**src/rtl/dsatPkg.sv**
```systemverilog
package dsatPkg;

  typedef enum logic [2:0] {
    ST_OFF,
    ST_STRONG,
    ST_WEAK,
    ST_SOFT,
    ST_HARD
  } drvState_e;

  // control -> datapath
  typedef struct packed {
    logic clrTmr;
    logic incTmr;
    logic clrQual;
    logic incQual;
    logic setFault;
    logic clrFault;
  } dpStrobe_t;

  // datapath -> control
  typedef struct packed {
    logic firstDone;
    logic blankDone;
    logic desatLive;
    logic qualHit;
    logic softDone;
  } dpFlag_t;

endpackage

```
**src/rtl/dsatDatapath.sv**
```systemverilog
module dsatDatapath
  import dsatPkg::*;
#(
  parameter int FIRST_CYC = 50,
  parameter int BLANK_CYC = 750,
  parameter int QUAL_CYC  = 250,
  parameter int SOFT_CYC  = 2312
) (
  input  logic      clk,
  input  logic      rstN,
  input  logic      desatIn,
  input  dpStrobe_t strobe,
  output dpFlag_t   flags,
  output logic      faultQ
);

  localparam int TMR_MAX0 = (BLANK_CYC > SOFT_CYC) ? BLANK_CYC : SOFT_CYC;
  localparam int TMR_MAX  = (TMR_MAX0 > FIRST_CYC) ? TMR_MAX0 : FIRST_CYC;
  localparam int TMR_W    = $clog2(TMR_MAX + 1);
  localparam int QUAL_W   = $clog2(QUAL_CYC + 1);

  localparam logic [TMR_W-1:0]  TMR_TOP    = TMR_W'(TMR_MAX);
  localparam logic [TMR_W-1:0]  FIRST_LAST = TMR_W'(FIRST_CYC - 1);
  localparam logic [TMR_W-1:0]  BLANK_END  = TMR_W'(BLANK_CYC);
  localparam logic [TMR_W-1:0]  SOFT_LAST  = TMR_W'(SOFT_CYC - 1);
  localparam logic [QUAL_W-1:0] QUAL_LAST  = QUAL_W'(QUAL_CYC - 1);
  localparam logic [QUAL_W-1:0] QUAL_TOP   = QUAL_W'(QUAL_CYC);

  logic [TMR_W-1:0]  tmr;
  logic [QUAL_W-1:0] qual;

  // phase timer: counts on-time or soft-shutdown time, saturating
  always_ff @(posedge clk) begin
    if (!rstN)                             tmr <= '0;
    else if (strobe.clrTmr)                tmr <= '0;
    else if (strobe.incTmr && tmr != TMR_TOP) tmr <= tmr + 1'b1;
  end

  // consecutive-desat counter
  always_ff @(posedge clk) begin
    if (!rstN)                               qual <= '0;
    else if (strobe.clrQual)                 qual <= '0;
    else if (strobe.incQual && qual != QUAL_TOP) qual <= qual + 1'b1;
  end

  // latched fault flag
  always_ff @(posedge clk) begin
    if (!rstN)                faultQ <= 1'b0;
    else if (strobe.setFault) faultQ <= 1'b1;
    else if (strobe.clrFault) faultQ <= 1'b0;
  end

  always_comb begin
    flags.firstDone = (tmr == FIRST_LAST);
    flags.blankDone = (tmr >= BLANK_END);
    flags.desatLive = desatIn && flags.blankDone;
    flags.qualHit   = flags.desatLive && (qual == QUAL_LAST);
    flags.softDone  = (tmr == SOFT_LAST);
  end

  AST_FAULT_STICKY: assert property (@(posedge clk) disable iff (!rstN)
    (faultQ && !strobe.clrFault) |=> faultQ);

  AST_QUAL_RESETS: assert property (@(posedge clk) disable iff (!rstN)
    strobe.clrQual |=> (qual == '0));

endmodule

```
**src/rtl/dsatCtrl.sv**
```systemverilog
module dsatCtrl
  import dsatPkg::*;
(
  input  logic      clk,
  input  logic      rstN,
  input  logic      cmdOn,
  input  logic      faultClear,
  input  dpFlag_t   flags,
  output dpStrobe_t strobe,
  output logic      pullUpStrong,
  output logic      pullUpWeak,
  output logic      pullDown,
  output logic      softPullDown,
  output logic      syncN
);

  drvState_e state, stateNext;

  always_ff @(posedge clk) begin
    if (!rstN) state <= ST_OFF;
    else       state <= stateNext;
  end

  always_comb begin
    stateNext = state;
    strobe    = '0;
    unique case (state)
      ST_OFF: begin
        strobe.clrTmr  = 1'b1;
        strobe.clrQual = 1'b1;
        if (cmdOn) stateNext = ST_STRONG;
      end
      ST_STRONG, ST_WEAK: begin
        if (!cmdOn) begin
          stateNext      = ST_OFF;
          strobe.clrQual = 1'b1;
        end else if (flags.qualHit) begin
          stateNext       = ST_SOFT;
          strobe.clrTmr   = 1'b1;
          strobe.clrQual  = 1'b1;
          strobe.setFault = 1'b1;
        end else begin
          strobe.incTmr = 1'b1;
          if (flags.desatLive) strobe.incQual = 1'b1;
          else                 strobe.clrQual = 1'b1;
          if (state == ST_STRONG && flags.firstDone) stateNext = ST_WEAK;
        end
      end
      ST_SOFT: begin
        strobe.incTmr = 1'b1;
        if (flags.softDone) stateNext = ST_HARD;
      end
      ST_HARD: begin
        if (faultClear) begin
          stateNext       = ST_OFF;
          strobe.clrFault = 1'b1;
        end
      end
      default: stateNext = ST_OFF;
    endcase
  end

  always_comb begin
    pullUpStrong = (state == ST_STRONG);
    pullUpWeak   = (state == ST_WEAK);
    softPullDown = (state == ST_SOFT);
    pullDown     = (state == ST_OFF) || (state == ST_HARD);
    syncN        = (state != ST_SOFT);
  end

  AST_SOFT_UNINTERRUPTED: assert property (@(posedge clk) disable iff (!rstN)
    (state == ST_SOFT && !flags.softDone) |=> (state == ST_SOFT));

  AST_SOFT_TO_HARD: assert property (@(posedge clk) disable iff (!rstN)
    (state == ST_SOFT && flags.softDone) |=> (state == ST_HARD));

  AST_HARD_HOLD: assert property (@(posedge clk) disable iff (!rstN)
    (state == ST_HARD && !faultClear) |=> (state == ST_HARD));

  AST_OFF_IGNORES_DESAT: assert property (@(posedge clk) disable iff (!rstN)
    (state == ST_OFF && !cmdOn) |=> (state == ST_OFF));

endmodule

```
**src/rtl/desatGuard.sv**
```systemverilog
module desatGuard
  import dsatPkg::*;
#(
  parameter int FIRST_CYC = 50,
  parameter int BLANK_CYC = 750,
  parameter int QUAL_CYC  = 250,
  parameter int SOFT_CYC  = 2312
) (
  input  logic clk,
  input  logic rstN,
  input  logic cmdOn,
  input  logic desatIn,
  input  logic faultClear,
  output logic pullUpStrong,
  output logic pullUpWeak,
  output logic pullDown,
  output logic softPullDown,
  output logic syncN,
  output logic faultLatched
);

  dpStrobe_t strobe;
  dpFlag_t   flags;

  dsatCtrl u_ctrl (
    .clk          (clk),
    .rstN         (rstN),
    .cmdOn        (cmdOn),
    .faultClear   (faultClear),
    .flags        (flags),
    .strobe       (strobe),
    .pullUpStrong (pullUpStrong),
    .pullUpWeak   (pullUpWeak),
    .pullDown     (pullDown),
    .softPullDown (softPullDown),
    .syncN        (syncN)
  );

  dsatDatapath #(
    .FIRST_CYC (FIRST_CYC),
    .BLANK_CYC (BLANK_CYC),
    .QUAL_CYC  (QUAL_CYC),
    .SOFT_CYC  (SOFT_CYC)
  ) u_dp (
    .clk     (clk),
    .rstN    (rstN),
    .desatIn (desatIn),
    .strobe  (strobe),
    .flags   (flags),
    .faultQ  (faultLatched)
  );

  AST_ONE_DRIVER: assert property (@(posedge clk) disable iff (!rstN)
    $countones({pullUpStrong, pullUpWeak, pullDown, softPullDown}) == 1);

  AST_SOFT_AFTER_BLANK: assert property (@(posedge clk) disable iff (!rstN)
    $rose(softPullDown) |-> $past(flags.blankDone));

  AST_WEAK_AFTER_STRONG: assert property (@(posedge clk) disable iff (!rstN)
    $rose(pullUpWeak) |-> $past(pullUpStrong));

  AST_FAULT_ON_SOFT: assert property (@(posedge clk) disable iff (!rstN)
    softPullDown |-> faultLatched);

endmodule

```
**config.mk**
```make
export PLATFORM = sky130hd
export DESIGN_NAME = desatGuard
export DESIGN_NICKNAME = d
export VERILOG_FILES = /design/src/rtl/dsatPkg.sv /design/src/rtl/dsatDatapath.sv /design/src/rtl/dsatCtrl.sv /design/src/rtl/desatGuard.sv
export SDC_FILE = /design/constraint.sdc
export NUM_CORES = 1
export LEC_CHECK = 0
export ABC_CLOCK_PERIOD_IN_PS = 2050
export BUFFER_PORTS_ARGS = -buffer_cell sky130_fd_sc_hd__buf_4
export CORE_ASPECT_RATIO = 1.1
export CORE_MARGIN = 2
export CORE_UTILIZATION = 35
export DETAILED_ROUTE_END_ITERATION = 8
export SLEW_MARGIN = 20
export SYNTH_ARGS = -nofsm -noshare
export SYNTH_HDL_FRONTEND = slang
export SYNTH_SLANG_ARGS = --single-unit
```
**constraint.sdc**
```tcl
create_clock -name clk -period 2.05 [get_ports clk]
set_input_delay 0.3075 -clock clk [delete_from_list [all_inputs] [get_ports clk]]
set_output_delay 0.3075 -clock clk [all_outputs]
set_load 0.005 [all_outputs]
```
Word-level counts from Yosys, hierarchy flattened
Index checks and enable logic that the tools add are counted.
- register bits after elaboration: 24
- muxes and demuxes: 24
- equal/unequal tests: 14
- bitwise logic cells: 1
- $lt $le $gt $ge: 1
- reductions and logical operators: 12
- $add $sub $neg: 2
- operator list (operator ; count):
    3-bit two-way mux ; 6
    12-bit by 1-bit adder with 12-bit output, second input constant ; 1
    12-bit == test, second input constant ; 1
    12-bit by 6-bit == test with 1-bit output, second input constant ; 1
    12-bit by 10-bit greater-or-equal comparator with 1-bit output, second input constant ; 1
    12-bit inequality test, second input constant ; 1
    3-bit one-hot mux with 4 select lines ; 1
    1-bit two-way mux ; 11
    8-bit by 1-bit adder with 8-bit output, second input constant ; 1
    8-bit == test, second input constant ; 1
    8-bit inequality test, second input constant ; 1
    3-bit by 2-bit == test with 1-bit output, second input constant ; 2
    2-bit two-way mux ; 3
    1-bit one-hot mux with 2 select lines ; 3
    2-bit OR reduction ; 3
    1-bit logical AND ; 5
    2-bit inequality test, second input constant ; 2
    4-bit by 3-bit inequality test with 1-bit output, second input constant ; 1
    4-bit AND reduction ; 1
    3-bit by 1-bit == test with 1-bit output, second input constant ; 1
    3-bit == test, second input constant ; 1
    3-bit logical NOT ; 1
    3-bit by 2-bit inequality test with 1-bit output, second input constant ; 1
    2-bit by 1-bit inequality test with 1-bit output, second input constant ; 1
    other kinds (3) ; 3

Depth between registers and ports, before layout
Gate-level depths: netlist of the first run.
- word-level depth: 7
- depth in mapped cells: 8
- gate-level depth less buffers: 8

Hierarchy
From an unflattened synthesis of the first run, not the netlist that was laid out.
- cell total of the unflattened synthesis: 168
- area, all modules: 1445.1 um2
- modules (own cells, without submodules) (module ; times used ; sequential area each (um2) ; area each (um2) ; cells an instance):
    dsatDatapath ; 1 ; 420.4 ; 1129.8 ; 130
    dsatCtrl ; 1 ; 60.1 ; 315.3 ; 38

Least setup slack after synthesis of the first run
OpenSTA, ideal clock, no wires.
- kind: register to register
- start: reg u_dp.tmr[9]
- end: reg u_ctrl.state[1]
- data arrival time: 1.950 ns
- clock period less this slack: 2.019 ns
- path buffers: 0
- setup time: 0.069 ns
- stages on the path, launching flop included: 7
- data required time: 1.981 ns
- slack: 0.031 ns
- cells stage by stage: dfxtp_1 -> or4_4 -> or4_1 -> a32o_2 -> a31oi_4 -> nand3_1 -> o21ai_1
- cells in the longest elaborated chain, start to end: 6
- elaborated cells between the ends (all ways): 12
- classes of those cells: order compare (1); eq/ne (4); mux (3); reduce/logical (4)
- RTL lines (what ; line ; text):
    start, declared ; dsatDatapath.sv:29 ; logic [TMR_W-1:0] tmr;
    start signal, assigned ; dsatDatapath.sv:36 ; else if (strobe.incTmr && tmr != TMR_TOP) tmr <= tmr + 1'b1;
    12-bit by 10-bit greater-or-equal comparator with 1-bit output ; dsatDatapath.sv:55 ; flags.blankDone = (tmr >= BLANK_END);
    1-bit logical AND ; dsatDatapath.sv:56 ; flags.desatLive = desatIn && flags.blankDone;
    1-bit logical AND ; dsatDatapath.sv:57 ; flags.qualHit = flags.desatLive && (qual == QUAL_LAST);
    3-bit two-way mux ; dsatCtrl.sv:37 ; end else if (flags.qualHit) begin
    3-bit two-way mux ; dsatCtrl.sv:34 ; if (!cmdOn) begin
    3-bit one-hot mux with 4 select lines ; dsatCtrl.sv:27 ; unique case (state)
    end signal, assigned ; dsatCtrl.sv:21 ; else state <= stateNext;
    end, declared ; dsatCtrl.sv:17 ; drvState_e state, stateNext;
Several ways; a longest one is shown, not always the timed one.
A chain may end at the register's enable or synchronous reset.

Final worst setup path of the first run
- start: reg u_dp.tmr[10]
- end: reg u_ctrl.state[0]
The elaborated chain is that of the path after synthesis.

==> impl_metrics.py, run 1 <==
metrics = {
    "sta": {
        "timing.hold.ws_ns": 0.3233,
        "max-slew-margin-rel": 0.6825,
        "finalSetupViolCount": 3,
        "hold_viol_final": 0,
        "rsz0062_at_grt": "true",
        "tns_ns": -0.08197,
        "tightest_slew_ns": 0.4753,
        "fin_crit_sh": 1.016,
        "fin_skew_ns": 0.004301,
        "fmax_mhz": 479.9,
        "report.final.slew_viol_count": 0,
        "setup_slack_ns": -0.03368,
        "min_period_ns": 2.084,
    },
    "pwr": {
        "ir_drop_mv": 0.2451,
        "p_leak_nw": 0.7196,
        "p_per_area_mw_per_mm2": 669.9,
        "finalPower_mw": 1.311,
    },
    "status": {
        "status": "complete, but fails checks",
        "violations": "negative setup slack",
    },
    "die": {
        "rows": 24,
        "ioPinCount": 11,
        "dieArea_sq_mm": 0.004607,
        "fp.dieW_um": 64.90,
        "coreArea_sq_mm": 0.003934,
        "die_h_um": 70.99,
        "start_util": 0.3629,
    },
    "worst_setup_path": {
        "crit_top_cell": "or4_4",
        "crit_type": "reg -> reg",
        "end_kind": "flop",
        "cpPeakStageDelay_ns": 0.55,
        "cpMaxStageDelayCell": "or4_4",
        "crit_chain": "or4_4 -> or4_4 -> a32o_2 -> a31oi_4 -> nand3_2 -> o21ai_1",
        "crit_required_ns": 2.26,
        "worstSetupStartpointType": "flop",
        "arrival_ns": 2.29,
        "cp_max_fo": 6,
        "path_buf_inv": 0,
        "path_delay_family": "simple AND/OR/NAND/NOR gates",
    },
    "clock_tree": {
        "clkSlewWorstSetupHoldPaths_ns": 0.09,
        "cts_max_path_buffers": 2,
        "ctsHoldBuffers": 0,
        "cts_max_level": 1,
        "cts_buffers": 3,
        "clkSinkCount": 24,
        "root_buffer": "clkbuf_8",
        "cts_tree": "done",
        "clock_latency_ns": 0.27,
    },
    "yosys": {
        "synthesis.area_sq_mm": 0.001428,
        "synthMuxAreaShare": 0.007888,
        "syn_avg_cell_area_sq_um": 8.111,
        "synth_cell_types": 43,
        "synth.net_count": 188,
        "yosysSeqAreaShare": 0.3365,
        "synth_cells": 176,
        "synthArstFlopShare": 0,
        "synthAdderAreaFrac": 0.06135,
        "synth_compound_area_frac": 0.1972,
        "synth_top_family_by_area": "simple AND/OR/NAND/NOR gates",
        "synth_top_area_frac": 0.3365,
        "synth_edf_count": 0,
        "synth_most_common_cell": "dfxtp_1",
        "yosys_warnings": 0,
        "synth_ff_type": "dfxtp_1",
        "synthTopCellsByCount": "dfxtp_1, nor2_1, nand2_1",
        "synth_area_leaders": "dfxtp_1, ha_1, nor2_1, a21oi_1, nand2_1",
        "synth_top_area_cell": "dfxtp_1",
        "synth-simple-area-share": 0.3024,
        "ys_ff_latch": 24,
        "synth_xor_area_frac": 0.05521,
    },
    "final_layout": {
        "nNetsFinal": 237,
        "final_cells": 276,
        "antenna_cells": 0,
        "area_growth_pct": 37.07,
        "utilization": 0.4975,
        "layout-drive-gt1-share": 0.3571,
    },
    "grt": {
        "track_usage": 0.1615,
        "grt.met1_usage": 0.2219,
        "busiest_layer": "met2",
        "use_met3": 0.02067,
        "antenna_found_initial": 0,
        "grt_pass1_wl_um": 5830,
        "grt_pass1_vias": 1265,
        "grtUsageMet2": 0.2589,
        "gr-total-overflow": 0,
        "grt_max_degree": 14,
    },
    "drt": {
        "route.detailed.drc": 0,
        "wire_per_inst_um": 12.35,
        "postRouteAntennaNets": 0,
        "totalWireLength_um": 3408,
        "vias": 1383,
        "drt_iter0_drc": 74,
        "vias_per_cell": 5.011,
        "dr.pass1.iters": 4,
    },
    "place": {
        "place_hpwl_um": 2518,
        "dp_cells": 266,
        "place_congestion": 0.8208,
        "portBuffers": 10,
    },
    "job": {
        "max_cap_viol_count": 0,
    },
    "min_path": {
        "hp-class": "in -> reg",
    },
}
path summary, 6_finish.rpt:
| kind | startpoint | endpoint | slack (ns) | cells after the start |
|---|---|---|---|---|
| hold reg to reg | u_dp.tmr[8] | u_dp.tmr[8] | 0.53 | 2 |
| setup reg to reg | u_dp.tmr[10] | u_ctrl.state[0] | -0.03 | 6 |
| hold / removal | rstN | u_dp.faultQ | 0.32 | 2 |
| setup / recovery | u_dp.tmr[10] | u_ctrl.state[0] | -0.03 | 6 |
kinds of logic after synthesis:
kind of cell | Yosys count
compound gates | 42
xor+xnor | 9
fa+ha+maj | 7
buf+inv | 13
flops | 24
mux | 1
simple gates | 80
sequential cells by signal, indices dropped and copies added (netlist names):
name and cells:
u_dp.faultQ 1, u_dp.qual 8, u_ctrl.state 3, u_dp.tmr 12
what timing repair did:
item / in CTS / in global routing
setup endpoints to repair: 4 / 18
setup buffers: 4 / 2
resized for setup: 7 / 16
gates cloned: 0 / 0
pin swaps: 8 / 9
per-stage QoR:
stage	area, sq um	setup WS (ns)
2_1_floorplan	1428	0.03128
3_3_place_gp	1778	-0.01428
3_5_place_dp	1778	-0.04328
4_1_cts	1877	-0.01972
5_1_grt	1957	-0.1073
6_report	1957	-0.03368
cell usage in the layout, fill, tap and decap left out, types with 2 or more instances in the layout:
master	Yosys	routed
a21oi_2	0	4
ha_1	7	7
o21ai_0	11	10
and3_1	2	2
o21ai_1	4	4
nand4b_1	2	2
inv_1	11	11
nand3_1	8	5
xor2_1	4	4
or3_1	6	6
nor2_1	22	22
o21a_1	2	2
dfxtp_2	0	6
xnor2_1	5	5
clkbuf_8	0	4
nand2_1	15	14
buf_4	0	45
o22ai_1	2	2
nand3_2	0	3
nor3_1	4	4
dfxtp_1	24	18
or4_1	3	2
nand4_1	4	4
a21oi_1	13	9
nor3b_1	4	3
or4_4	1	2
area by class of cell:
type / instances / area [sq um]
clock buffers: 4 / 55.05
flip-flops and latches: 24 / 488.0
repair buffers: 46 / 349.1
well taps: 52 / 65.06
inverters: 11 / 41.29
fillers: 394 / 1977
multi-input cells: 139 / 958.4
per-layer routing:
layer | wire length (um) | vias up
li1 | - | 733
met1 | 1650 | 629
met2 | 1631 | 17
met3 | 68 | 4
met4 | 58 | 0
met5 | 0 | -
power by group:
part           switching, mW  leakage, nW  internal, mW  total (mW)
Sequential            0.0112        0.197         0.483       0.495
Combinational          0.270        0.494         0.219       0.489
Clock                  0.155       0.0288         0.172       0.327
(Power assumes the default switching activity.)
==> run 2, diff against run 1 <==
--- a/config.mk
+++ b/config.mk
@@ -5,7 +5,7 @@
 export SDC_FILE = /design/constraint.sdc
 export NUM_CORES = 1
 export LEC_CHECK = 0
-export ABC_CLOCK_PERIOD_IN_PS = 2050
+export ABC_CLOCK_PERIOD_IN_PS = 2000
 export BUFFER_PORTS_ARGS = -buffer_cell sky130_fd_sc_hd__buf_4
 export CORE_ASPECT_RATIO = 1.1
 export CORE_MARGIN = 2
==> constraint.sdc (replaced) <==
create_clock -name clk -period 2 [get_ports clk]
set_input_delay 0.3 -clock clk [delete_from_list [all_inputs] [get_ports clk]]
set_output_delay 0.3 -clock clk [all_outputs]
set_load 0.005 [all_outputs]
==> run 2 against run 1 <==
  * The flow still finishes with violations (negative setup slack)
  * Power is 2.8% lower
  * Clock power is 13% lower
  * Non-clock buffer count is 2 lower
  * Critical path depth stayed put
  * Die area stayed put
  * Critical path type unchanged
  * Critical endpoint is now u_ctrl.state[1]
  * Largest power group unchanged
==> impl_metrics.py, run 2 (synthesis results as in run 1) <==
metrics = {
    "die": {
        "die_h_um": 70.99,
        "rows": 24,
        "start_util": 0.3629,
        "coreArea_sq_mm": 0.003934,
        "fp.dieW_um": 64.90,
        "dieArea_sq_mm": 0.004607,
        "ioPinCount": 11,
    },
    "pwr": {
        "p_per_area_mw_per_mm2": 673.1,
        "pwr-share-clk": 0.223,
        "ir_drop_mv": 0.2964,
        "p_leak_nw": 0.6783,
        "switching_share": 0.3254,
        "intPower_mw": 0.8596,
        "p_seq_frac": 0.409,
        "p_sw_mw": 0.4147,
        "p_comb_frac": 0.367,
        "finalPower_mw": 1.274,
    },
    "sta": {
        "fmax_mhz": 485.0,
        "tightest_slew_ns": 0.4631,
        "hold_viol_final": 0,
        "finalSetupViolCount": 4,
        "rsz0062_at_grt": "true",
        "fin_skew_ns": 0.002562,
        "min_period_ns": 2.062,
        "fin_crit_sh": 1.031,
        "tns_ns": -0.1972,
        "report.final.slew_viol_count": 0,
        "setup_slack_ns": -0.06180,
        "timing.hold.ws_ns": 0.3087,
        "max-slew-margin-rel": 0.6906,
    },
    "clock_tree": {
        "cts_max_level": 1,
        "clkSlewWorstSetupHoldPaths_ns": 0.08,
        "cts_buffers": 3,
        "clock_latency_ns": 0.26,
        "cts_max_path_buffers": 2,
        "cts_tree": "done",
        "clkSinkCount": 24,
        "ctsHoldBuffers": 0,
        "root_buffer": "clkbuf_8",
    },
    "final_layout": {
        "layout-drive-gt1-share": 0.3122,
        "regMostFlops": "u_dp.tmr",
        "largestRegisters": "u_dp.tmr (12), u_dp.qual (8), u_ctrl.state (3)",
        "nNetsFinal": 235,
        "final_common_cell": "buf_4",
        "final_cell_mix": "buf_4, nor2_1, dfxtp_1, nand2_1, inv_1",
        "design_area_sq_mm": 0.001893,
        "antenna_cells": 0,
        "area_growth_pct": 32.60,
        "final_cells": 273,
        "largest_reg_flops": 12,
    },
    "grt": {
        "grt_pass1_vias": 1274,
        "track_usage": 0.1529,
        "busiest_layer": "met2",
        "grt_max_degree": 13,
        "grt.met1_usage": 0.1959,
        "gr-total-overflow": 0,
        "grt_pass1_wl_um": 5540,
        "grtUsageMet2": 0.2646,
        "antenna_found_initial": 0,
        "use_met3": 0.02385,
    },
    "drt": {
        "route.detailed.drc": 0,
        "vias_per_cell": 5.051,
        "postRouteAntennaNets": 0,
        "dr.pass1.iters": 4,
        "vias": 1379,
        "drt_iter0_drc": 55,
        "totalWireLength_um": 3365,
        "wire_per_inst_um": 12.33,
    },
    "job": {
        "max_cap_viol_count": 0,
    },
    "place": {
        "placed_area_sq_mm": 0.001794,
        "place_congestion": 0.7633,
        "place_hpwl_um": 2615,
        "portBuffers": 10,
        "dp_cells": 268,
    },
    "status": {
        "status": "complete, but fails checks",
        "violations": "negative setup slack",
    },
    "worst_setup_path": {
        "end_kind": "flop",
        "cp_max_fo": 6,
        "regToRegSetupSlack_ns": -0.06,
        "crit_required_ns": 2.20,
        "crit_type": "reg -> reg",
        "arrival_ns": 2.26,
        "worstSetupStartpointType": "flop",
    },
    "min_path": {
        "hp-class": "in -> reg",
    },
}
==> run 2: cell count changes in the layout (fill, tap and decap cells not counted), sizes merged <==
| cell | change |
|---|---|
| clkbuf | -1 |
| buf | -2 |
==> run 2: per-stage QoR <==
stage | utilization | worst slack (ns)
2_1_floorplan | - | 0.01258
3_3_place_gp | 0.4561 | -0.08066
3_5_place_dp | 0.4561 | -0.08386
4_1_cts | 0.4688 | -0.05473
5_1_grt | 0.4812 | -0.1503
6_report | 0.4812 | -0.06180
==> run 2: metal layers <==
metal,vias up,part of all wire,wire [um]
li1,724,-,-
met1,636,0.49,1633
met2,17,0.48,1626
met3,2,0.023,79
met4,0,0.0077,26
met5,-,0,0
==> run 2: final cells by class <==
| cell class | instances | area [sq um] |
|---|---|---|
| fill | 400 | 2041 |
| multi-input combinational | 139 | 930.9 |
| sequential | 24 | 484.2 |
| timing repair buffer | 44 | 330.3 |
| tap | 52 | 65.06 |
| clock buffer | 3 | 41.29 |
| inverter | 11 | 41.29 |
==> run 2: critical path, stage by stage (launching register included) <==
cell,delay (ns)
dfxtp_2,0.33
or4_4,0.54
or4_4,0.50
a32o_2,0.25
a31oi_4,0.20
nand3_1,0.10
o21ai_1,0.08
==> run 2: path summary, 6_finish.rpt <==
| check | startpoint | to | cells past startpoint |
|---|---|---|---|
| worst min-delay path | rstN | u_dp.faultQ | 2 |
| worst min register to register | u_dp.tmr[0] | u_dp.tmr[0] | 2 |
| worst max register to register | u_dp.tmr[9] | u_ctrl.state[1] | 6 |
| worst max-delay path | u_dp.tmr[9] | u_ctrl.state[1] | 6 |
==> run 2: timing repair <==
item | 4_1_cts | 5_1_grt
resized for setup | 4 | 8
endpoints found under the setup margin | 6 | 19
gates cloned | 0 | 0
endpoints found under the hold margin | 0 | 0
buffers inserted | 0 | 2
pin swaps | 5 | 1
==> run 2: power by group through the flow <==
stage	combinational [mW]	clock [mW]	sequential, mW
floorplan	0.252	0	0.527
global placement	0.450	0	0.533
global route	0.509	0.320	0.524
detailed placement	0.450	0	0.533
CTS	0.454	0.298	0.522
finish	0.468	0.285	0.522
==> run 3, diff against run 2 <==
--- a/config.mk
+++ b/config.mk
@@ -5,12 +5,13 @@
 export SDC_FILE = /design/constraint.sdc
 export NUM_CORES = 1
 export LEC_CHECK = 0
-export ABC_CLOCK_PERIOD_IN_PS = 2000
+export ABC_CLOCK_PERIOD_IN_PS = 2100
 export BUFFER_PORTS_ARGS = -buffer_cell sky130_fd_sc_hd__buf_4
 export CORE_ASPECT_RATIO = 1.1
 export CORE_MARGIN = 2
 export CORE_UTILIZATION = 35
 export DETAILED_ROUTE_END_ITERATION = 8
+export HOLD_SLACK_MARGIN = 0.03
 export SLEW_MARGIN = 20
 export SYNTH_ARGS = -nofsm -noshare
 export SYNTH_HDL_FRONTEND = slang
==> constraint.sdc (replaced) <==
create_clock -name clk -period 2.1 [get_ports clk]
set_input_delay 0.315 -clock clk [delete_from_list [all_inputs] [get_ports clk]]
set_output_delay 0.315 -clock clk [all_outputs]
set_load 0.005 [all_outputs]
==> run 3 against run 2 <==
  * Final area decreased by 3.4%
  * Sequential share of layout area increased by 1.1 points
  * Largest cell class unchanged
  * Power rose by 6.3%
  * Wire length decreased by 4.9%
  * The run now ends clean
  * Clock-buffer cell count did not move
==> impl_metrics.py, run 3 (synthesis results as in run 1) <==
metrics = {
    "pwr": {
        "p_leak_nw": 0.6399,
        "p_per_area_mw_per_mm2": 740.4,
        "ir_drop_mv": 0.2414,
    },
    "grt": {
        "grt.met1_usage": 0.1974,
        "use_met3": 0.01908,
        "grt_pass1_vias": 1257,
        "busiest_layer": "met2",
        "grt_pass1_wl_um": 5561,
        "antenna_found_initial": 0,
        "track_usage": 0.1523,
        "grtUsageMet2": 0.2509,
        "grt_max_degree": 15,
        "gr-total-overflow": 0,
    },
    "die": {
        "coreArea_sq_mm": 0.003934,
        "rows": 24,
        "start_util": 0.3629,
        "die_h_um": 70.99,
        "dieArea_sq_mm": 0.004607,
        "fp.dieW_um": 64.90,
        "ioPinCount": 11,
    },
    "sta": {
        "fin_crit_sh": 0.9985,
        "rsz0062_at_grt": "true",
        "max-slew-margin-rel": 0.7549,
        "fmax_mhz": 476.9,
        "finalSetupViolCount": 0,
        "tns_ns": 0,
        "min_period_ns": 2.097,
        "tightest_slew_ns": 0.3643,
        "report.final.slew_viol_count": 0,
        "fin_skew_ns": 0.008744,
        "hold_viol_final": 0,
    },
    "worst_setup_path": {
        "regToRegSetupSlack_ns": 0.003,
        "crit_required_ns": 2.26,
        "cpPeakStageDelay_ns": 0.54,
        "arrival_ns": 2.26,
        "cp_max_fo": 3,
        "path_delay_family": "simple AND/OR/NAND/NOR gates",
        "cpMaxStageDelayCell": "or4_4",
        "crit_chain": "or4_4 -> nor4_1 -> nor3_1 -> a21o_1 -> nand3_1 -> mux2_2",
        "path_buf_inv": 0,
        "crit_type": "reg -> reg",
        "end_kind": "flop",
        "worstSetupStartpointType": "flop",
    },
    "clock_tree": {
        "cts_max_path_buffers": 2,
        "clkSinkCount": 24,
        "clock_latency_ns": 0.28,
        "root_buffer": "clkbuf_8",
        "cts_max_level": 1,
        "cts_tree": "done",
        "cts_setup_buffers": 0,
        "ctsHoldBuffers": 0,
        "cts_buffers": 3,
        "clkSlewWorstSetupHoldPaths_ns": 0.09,
    },
    "final_layout": {
        "nNetsFinal": 225,
        "final_common_cell": "buf_4",
        "final_cell_mix": "buf_4, nor2_1, dfxtp_1, nand2_1, inv_1",
        "layout-drive-gt1-share": 0.2783,
        "final_cells": 264,
        "nFillCells": 394,
        "area_growth_pct": 28.13,
        "antenna_cells": 0,
        "utilization": 0.4650,
        "largest_reg_flops": 12,
        "largestRegisters": "u_dp.tmr (12), u_dp.qual (8), u_ctrl.state (3)",
        "design_area_sq_mm": 0.001829,
        "regMostFlops": "u_dp.tmr",
    },
    "drt": {
        "drt_iter0_drc": 54,
        "vias": 1339,
        "dr.pass1.iters": 4,
        "route.detailed.drc": 0,
        "postRouteAntennaNets": 0,
        "wire_per_inst_um": 12.12,
        "vias_per_cell": 5.072,
        "totalWireLength_um": 3199,
    },
    "place": {
        "placed_area_sq_mm": 0.001733,
        "portBuffers": 10,
        "place_congestion": 0.8572,
        "dp_cells": 260,
        "place_hpwl_um": 2517,
    },
    "min_path": {
        "hp-class": "in -> reg",
    },
    "status": {
        "status": "finished clean",
    },
    "job": {
        "max_cap_viol_count": 0,
    },
}
## run 3: worst paths after layout
| path | from | end | depth (start not counted) |
|---|---|---|---|
| hold / removal | rstN | u_dp.faultQ | 2 |
| setup reg to reg | u_dp.tmr[9] | u_dp.tmr[7] | 6 |
| hold reg to reg | u_dp.tmr[11] | u_dp.tmr[11] | 2 |
| setup / recovery | u_dp.tmr[9] | u_dp.tmr[7] | 6 |
## run 3: layer usage
metal  vias up  share of wire
li1        709              -
met1       609           0.50
met2        17           0.46
met3         4          0.022
met4         0          0.019
met5         -              0
## run 3: final cells by class
class | count | area [sq um] | area share
Multi-Input combinational cell | 139 | 908.4 | 0.4966
Sequential cell | 24 | 488.0 | 0.2668
Timing Repair Buffer | 34 | 255.2 | 0.1395
Tap cell | 52 | 65.06 | 0.03557
Clock buffer | 3 | 41.29 | 0.02257
Inverter | 11 | 41.29 | 0.02257
Clock inverter | 1 | 30.03 | 0.01642
## run 3: worst reg2reg max path, cell delays in order (launching register included)
cell and delay, ns:
dfxtp_2 0.34, or4_4 0.54, nor4_1 0.35, nor3_1 0.13, a21o_1 0.23, nand3_1 0.08, mux2_2 0.32
## run 3: per-stage QoR
step / total power, mW / worst slack (ns) / hold slack (ns)
after global placement: 0.9358 / 0.03063 / 0.4939
after global routing: 1.429 / -0.07237 / 0.3010
after CTS: 1.351 / 0.005987 / 0.2924
final: 1.354 / 0.003202 / 0.2967
after detailed placement: 0.9358 / 0.01797 / 0.4991
after floorplan: 0.7420 / 0.08128 / 0.4792
## run 3: repair_timing
action	in CTS	in global routing
setup endpoints to repair	0	16
endpoints found under the hold margin	0	0
gates resized for setup	0	12
## run 3: where the power goes
group	internal [mW]	leakage, nW	total, mW	switching (mW)
combinational	0.213	0.407	0.442	0.230
sequential	0.472	0.197	0.496	0.0237
clock	0.255	0.0357	0.416	0.161
total	0.940	0.640	1.35	0.414
